[config.mk]
export PLATFORM = sky130hd
export DESIGN_NAME = chan_level_arbiter
export DESIGN_NICKNAME = d
export VERILOG_FILES = /design/src/rtl/chan_arb_pkg.sv /design/src/rtl/chan_arb_elig.sv /design/src/rtl/chan_arb_level_rr.sv /design/src/rtl/chan_arb_level_sel.sv /design/src/rtl/chan_level_arbiter.sv
export SDC_FILE = /design/constraint.sdc
export NUM_CORES = 1
export LEC_CHECK = 0
export ABC_AREA = 1
export ABC_CLOCK_PERIOD_IN_PS = 2870
export BUFFER_PORTS_ARGS = -buffer_cell sky130_fd_sc_hd__buf_2
export CORE_MARGIN = 8
export CORE_UTILIZATION = 45
export DETAILED_ROUTE_END_ITERATION = 16
export HOLD_SLACK_MARGIN = 0.06
export PLACE_DENSITY = 0.75
export SETUP_SLACK_MARGIN = 0.2
export SLEW_MARGIN = 20
export SYNTH_ARGS = -nofsm -noshare
export SYNTH_HDL_FRONTEND = slang
export SYNTH_HIERARCHICAL = 1
export SYNTH_SLANG_ARGS = --single-unit
[constraint.sdc]
create_clock -name clk -period 2.87 [get_ports clk]
set_input_delay 0 -clock clk [delete_from_list [all_inputs] [get_ports clk]]
set_output_delay 0 -clock clk [all_outputs]
set_load 0.01 [all_outputs]
[src/rtl/chan_arb_pkg.sv]
package chan_arb_pkg;
  // Level of a channel: a field of its index
  function automatic int unsigned chan_level(input int unsigned idx,
                                             input int unsigned lsb,
                                             input int unsigned w);
    return (idx >> lsb) & ((32'd1 << w) - 32'd1);
  endfunction
endpackage

[src/rtl/chan_arb_elig.sv]
module chan_arb_elig #(
  parameter int PORT_W  = 32,
  parameter int NUM_CH  = 32,
  parameter int LVL_LSB = 2,
  parameter int LVL_W   = 2,
  localparam int NUM_LVL = 1 << LVL_W
) (
  input  logic [PORT_W-1:0]         req_i,
  output logic [NUM_LVL*PORT_W-1:0] lvl_req_o,
  output logic [PORT_W-1:0]         elig_o
);
  import chan_arb_pkg::*;

  // Channels at or above NUM_CH are never eligible
  for (genvar i = 0; i < PORT_W; i++) begin : g_ch
    if (i < NUM_CH) begin : g_live
      assign elig_o[i] = req_i[i];
    end else begin : g_dead
      assign elig_o[i] = 1'b0;
    end
  end

  // Split eligible requests by priority level
  for (genvar l = 0; l < NUM_LVL; l++) begin : g_lvl
    for (genvar i = 0; i < PORT_W; i++) begin : g_bit
      if (chan_level(i, LVL_LSB, LVL_W) == l) begin : g_in
        assign lvl_req_o[l*PORT_W+i] = elig_o[i];
      end else begin : g_out
        assign lvl_req_o[l*PORT_W+i] = 1'b0;
      end
    end
  end
endmodule

[src/rtl/chan_arb_level_rr.sv]
module chan_arb_level_rr #(
  parameter int PORT_W = 32,
  localparam int IDX_W = $clog2(PORT_W)
) (
  input  logic              clk,
  input  logic              rst_n,
  input  logic [PORT_W-1:0] lvl_req_i,
  input  logic              take_i,
  output logic              hit_o,
  output logic [IDX_W-1:0]  pick_o
);
  logic [IDX_W-1:0]  last_q;
  logic [PORT_W-1:0] above;
  logic [IDX_W-1:0]  pick_hi, pick_any;
  logic              found_hi;

  // Requests strictly above the last granted index in this level
  always_comb begin
    for (int i = 0; i < PORT_W; i++) begin
      above[i] = lvl_req_i[i] && (i > int'(last_q));
    end
  end

  // Lowest set bit of each candidate set (scan high to low, keep last)
  always_comb begin
    pick_hi  = '0;
    pick_any = '0;
    found_hi = 1'b0;
    for (int i = PORT_W - 1; i >= 0; i--) begin
      if (above[i]) begin
        pick_hi  = IDX_W'(i);
        found_hi = 1'b1;
      end
      if (lvl_req_i[i]) begin
        pick_any = IDX_W'(i);
      end
    end
  end

  assign hit_o  = |lvl_req_i;
  assign pick_o = found_hi ? pick_hi : pick_any;

  // Rotation state: reset to top index so the first scan starts at 0
  always_ff @(posedge clk or negedge rst_n) begin
    if (!rst_n) begin
      last_q <= IDX_W'(PORT_W - 1);
    end else if (take_i) begin
      last_q <= pick_o;
    end
  end

  // the chosen channel is a requester of this level
  p_pick_member_r2: assert property (@(posedge clk) disable iff (!rst_n)
    hit_o |-> lvl_req_i[pick_o]);

  // after a take the rotation remembers the granted channel
  p_rotate_r2: assert property (@(posedge clk) disable iff (!rst_n)
    take_i |=> (last_q == $past(pick_o)));
endmodule

[src/rtl/chan_arb_level_sel.sv]
module chan_arb_level_sel #(
  parameter int NUM_LVL = 4,
  parameter int IDX_W   = 5,
  localparam int SEL_W  = (NUM_LVL > 1) ? $clog2(NUM_LVL) : 1
) (
  input  logic [NUM_LVL-1:0]       hit_i,
  input  logic [NUM_LVL*IDX_W-1:0] pick_i,
  output logic                     sel_valid_o,
  output logic [SEL_W-1:0]         sel_lvl_o,
  output logic [IDX_W-1:0]         sel_idx_o
);
  // Lowest level with a hit wins
  always_comb begin
    sel_lvl_o = '0;
    sel_idx_o = '0;
    for (int l = NUM_LVL - 1; l >= 0; l--) begin
      if (hit_i[l]) begin
        sel_lvl_o = SEL_W'(l);
        sel_idx_o = pick_i[l*IDX_W +: IDX_W];
      end
    end
  end

  assign sel_valid_o = |hit_i;

  // no hit exists in any level above the selected one
  always_comb begin
    if (sel_valid_o) begin
      a_lvl_first_r1: assert ((hit_i & ((NUM_LVL'(1) << sel_lvl_o) - NUM_LVL'(1))) == '0);
    end
  end
endmodule

[src/rtl/chan_level_arbiter.sv]
module chan_level_arbiter #(
  parameter int PORT_W  = 32,
  parameter int NUM_CH  = 32,
  parameter int LVL_LSB = 2,
  parameter int LVL_W   = 2,
  localparam int IDX_W   = $clog2(PORT_W),
  localparam int NUM_LVL = 1 << LVL_W,
  localparam int SEL_W   = (NUM_LVL > 1) ? $clog2(NUM_LVL) : 1
) (
  input  logic              clk,
  input  logic              rst_n,
  input  logic [PORT_W-1:0] req_i,
  input  logic              done_i,
  output logic [PORT_W-1:0] gnt_onehot_o,
  output logic [IDX_W-1:0]  gnt_idx_o,
  output logic              gnt_valid_o
);
  import chan_arb_pkg::*;

  logic [NUM_LVL*PORT_W-1:0] lvl_req;
  logic [PORT_W-1:0]         elig;
  logic [NUM_LVL-1:0]        hit;
  logic [NUM_LVL*IDX_W-1:0]  pick;
  logic [NUM_LVL-1:0]        take;
  logic                      sel_valid;
  logic [SEL_W-1:0]          sel_lvl;
  logic [IDX_W-1:0]          sel_idx;
  logic                      issue;
  logic                      gnt_valid_q;
  logic [IDX_W-1:0]          gnt_idx_q;

  chan_arb_elig #(
    .PORT_W(PORT_W), .NUM_CH(NUM_CH), .LVL_LSB(LVL_LSB), .LVL_W(LVL_W)
  ) u_elig (
    .req_i     (req_i),
    .lvl_req_o (lvl_req),
    .elig_o    (elig)
  );

  for (genvar l = 0; l < NUM_LVL; l++) begin : g_lvl
    assign take[l] = issue && (sel_lvl == SEL_W'(l));
    chan_arb_level_rr #(.PORT_W(PORT_W)) u_rr (
      .clk       (clk),
      .rst_n     (rst_n),
      .lvl_req_i (lvl_req[l*PORT_W +: PORT_W]),
      .take_i    (take[l]),
      .hit_o     (hit[l]),
      .pick_o    (pick[l*IDX_W +: IDX_W])
    );
  end

  chan_arb_level_sel #(.NUM_LVL(NUM_LVL), .IDX_W(IDX_W)) u_sel (
    .hit_i       (hit),
    .pick_i      (pick),
    .sel_valid_o (sel_valid),
    .sel_lvl_o   (sel_lvl),
    .sel_idx_o   (sel_idx)
  );

  // Arbitrate only while no grant is held; done_i is ignored when idle
  assign issue = !gnt_valid_q && sel_valid;

  always_ff @(posedge clk or negedge rst_n) begin
    if (!rst_n) begin
      gnt_valid_q <= 1'b0;
      gnt_idx_q   <= '0;
    end else if (issue) begin
      gnt_valid_q <= 1'b1;
      gnt_idx_q   <= sel_idx;
    end else if (gnt_valid_q && done_i) begin
      gnt_valid_q <= 1'b0;
      gnt_idx_q   <= '0;
    end
  end

  always_comb begin
    gnt_onehot_o = '0;
    if (gnt_valid_q) begin
      gnt_onehot_o[gnt_idx_q] = 1'b1;
    end
  end

  assign gnt_idx_o   = gnt_idx_q;
  assign gnt_valid_o = gnt_valid_q;

  // Mask of channels whose level is strictly higher priority than lvl
  function automatic logic [PORT_W-1:0] higher_mask(input int unsigned lvl);
    logic [PORT_W-1:0] m;
    for (int i = 0; i < PORT_W; i++) begin
      m[i] = chan_level(i, LVL_LSB, LVL_W) < lvl;
    end
    return m;
  endfunction

  p_level_first_r1: assert property (@(posedge clk) disable iff (!rst_n)
    $rose(gnt_valid_q) |->
      (($past(req_i) & higher_mask(chan_level(int'(gnt_idx_q), LVL_LSB, LVL_W))
        & {PORT_W{1'b1}} >> (PORT_W - NUM_CH)) == '0));

  p_issue_r3: assert property (@(posedge clk) disable iff (!rst_n)
    (!gnt_valid_o && (|elig)) |=> gnt_valid_o);

  p_onehot_r4: assert property (@(posedge clk) disable iff (!rst_n)
    $onehot0(gnt_onehot_o) && (gnt_valid_o == (|gnt_onehot_o)));

  p_onehot_idx_r4: assert property (@(posedge clk) disable iff (!rst_n)
    gnt_valid_o |-> gnt_onehot_o[gnt_idx_o]);

  p_hold_r5: assert property (@(posedge clk) disable iff (!rst_n)
    (gnt_valid_o && !done_i) |=> (gnt_valid_o && $stable(gnt_idx_o)));

  p_release_r6: assert property (@(posedge clk) disable iff (!rst_n)
    (gnt_valid_o && done_i) |=> !gnt_valid_o);

  p_idle_done_r7: assert property (@(posedge clk) disable iff (!rst_n)
    (!gnt_valid_o && !(|elig)) |=> !gnt_valid_o);

  p_range_r8: assert property (@(posedge clk) disable iff (!rst_n)
    gnt_valid_o |-> (int'(gnt_idx_o) < NUM_CH));
endmodule

==> summary.md <==
| Metric | Value |
|---|---|
| Clock latency on the worst-skew pair | `0.26 ns` |
| Kind of critical path | `reg -> reg` |
| Crit path top cell by count | `nand2_1` |
| Storage cell area | `676 um^2` |
| Area Overhead vs Synth | `9.46%` |
| Met1 wire length | `8.63 mm` |
| Via density | `4.86` |
| Die W | `143 um` |
| Pwr Total | `2.29 mW` |
| Worst endpoint required time | `3.03 ns` |
| Hold slack | `0.165 ns` |
| WL/cell | `11.3 um` |
| Final worst slack | `0.0299 ns` |
| CP max-delay cell | `dfstp_2` |
| Worst-margin pin slew | `0.738 ns` |
| TritonCTS Buffers | `3` |
| Dpl ws | `0.0550 ns` |
| Vias in the first global route | `7497` |
| Ys Warns | `6` |
| Total Nets Final | `1556` |
| Port Buf Inserts | `72` |
| Count of final hold-check violations | `0` |
| Crit Path Max Fanout | `4` |
| Average size of a mapped cell | `5.09 um^2` |
| Min Clock Period, post-route | `2.84 ns` |
| Final setup viols | `0` |
| Pwr Density | `287 mW/mm^2` |
| Final worst-path cycle share | `0.990` |
| WL final | `19.6 mm` |
| Peak supply drop | `0.000209 V` |
| Initial antenna violation count | `0` |
| Fin Setup TNS | `0 ns` |
| Worst Hold End | `g_lvl[0].u_rr/last_q[0]$_DFFE_PN1P_` |
| Clock root cell | `clkbuf_16` |
| Status | `completed` |
| FILL cells | `1639` |
| Met3 wire len | `1.04 mm` |
| N_diodes | `0` |
| Die Ht | `143 um` |
| Post-DP HPWL | `15.5 mm` |
| R2R Path End | `gnt_idx_o[0]$_DFFE_PN0P_` |
| Worst-case reg-to-reg path depth | `39` |
| Clock skew | `0.00388 ns` |
| DRC | `0` |
| DR pass1 iterations | `5` |
| Num ports | `73` |
| Maxcap violations | `0` |
| RSZ-0062 raised after global routing | `yes` |
| Vias post-DR | `8441` |
| GRT overflow | `0` |
| CP Launch Type | `flop` |
| H-tree Lvls | `1` |
| Kind of path behind the tightest hold check | `in -> reg` |
| Critical Path End Type | `flop` |
| RD Place Congestion | `0.965` |
| CTS tree | `done` |
| Starting density of the core | `0.459` |
| Fmax | `352 MHz` |
| Slew Limit Fails | `0` |
| Layout cells sized above 1 | `0.147` |
| GRT Total Usage | `0.179` |
| Worst hold start | `req_i[0]` |
| # clock sinks | `26` |
| Static leakage | `4.35 nW` |
| Final ANT Viol Nets | `0` |
| 1st-iter DRT viols | `677` |
| First-pass GRT wire length | `32.0 mm` |
| Maximum clock path buffer count | `2` |
| Largest net degree at the start of global routing | `27` |
| Reg2Reg Setup Slack | `0.03 ns` |
| Die area | `0.0205 mm^2` |
| Core Rows | `46` |
| Multi-input gate area | `0.00504 mm^2` |
| WL met2 | `9.56 mm` |
| Top routing layer used | `met4` |
| Crit Reg-Reg Startpoint | `g_lvl[3].u_rr/last_q[3]$_DFFE_PN1P_` |
| CP max stage delay | `0.58 ns` |
| CTS clk-pin slew, worst paths | `0.07 ns` |
| Worst Hold Depth | `6` |
| Synth Cell Area | `0.00729 mm^2` |
| Core area | `0.0159 mm^2` |
| Relative slew slack | `0.504` |
| Synth Instances | `1433` |
| CP startpoint | `g_lvl[3].u_rr/last_q[3]$_DFFE_PN1P_` |
| Arrival time worst endpoint | `3.00 ns` |
[power by group]
part	internal (mW)	leakage [nW]	switching, mW
Sequential	0.453	0.285	0.140
Combinational	0.428	4.01	0.859
Clock	0.278	0.0511	0.131
[metrics by stage]
| step | util | std cells | area (um^2) |
|---|---|---|---|
| 6_report | 0.502 | 1736 | 7980 |
| 5_1_grt | 0.502 | 1736 | 7980 |
| 4_1_cts | 0.477 | 1709 | 7570 |
| 3_5_place_dp | 0.464 | 1699 | 7370 |
| 3_3_place_gp | 0.464 | 1699 | 7370 |
| 2_1_floorplan | - | 1528 | 7650 |
[worst max-delay path: cells and delay by family (launching register included)]
kind            cells  cell delay [ns]
flops               1             0.58
compound gates      1             0.14
simple gates       37             1.92
buf+inv             1             0.07
[worst max path at each step]
stage	depth (start not counted)	slack (ns)	end
finish	39	0.03	gnt_idx_o[0]$_DFFE_PN0P_
global route	39	-0.41	gnt_idx_o[0]$_DFFE_PN0P_
CTS	39	0.08	gnt_idx_o[0]$_DFFE_PN0P_
detailed placement	39	0.06	gnt_idx_o[0]$_DFFE_PN0P_
global placement	39	0.10	gnt_idx_o[0]$_DFFE_PN0P_
floorplan	40	0.25	gnt_idx_o[0]$_DFFE_PN0P_
[placed cells by master, fill, tap and decap left out, types with 16 or more instances in the layout]
| cell type | count |
|---|---|
| a21oi_1 | 39 |
| buf_2 | 72 |
| buf_4 | 47 |
| conb_1 | 96 |
| dfstp_2 | 20 |
| inv_1 | 274 |
| nand2_1 | 417 |
| nand3_1 | 85 |
| nor2_1 | 205 |
| nor3_1 | 47 |
| nor4_1 | 28 |
| o211ai_1 | 16 |
| o21ai_0 | 27 |
[cell type report]
| class | count | area share |
|---|---|---|
| multi-input cells | 1076 | 0.632 |
| inverters | 289 | 0.137 |
| repair buffers | 125 | 0.0986 |
| flip-flops and latches | 26 | 0.0847 |
| well taps | 216 | 0.0339 |
| clock buffers | 3 | 0.00941 |
| clock inverters | 1 | 0.00376 |
[registers in the layout, summed over array words and instances, names as in the netlist]
register           count
g_lvl.u_rr/last_q     20
gnt_idx_o              5
gnt_valid_o            1
[metal layers]
metal,global-route usage,vias up
li1,-,4447
met1,0.224,3686
met2,0.320,266
met3,0.0214,42
met4,0.0387,0
met5,0,-
[what timing repair did]
item | in CTS | in global routing
buffers inserted | 4 | 27
setup endpoints to repair | 3 | 12
resized for setup | 6 | 55
endpoints found under the hold margin | 7 | 0
hold buffers | 2 | 0
pin swaps | 2 | 38
(Power assumes the default switching activity.)
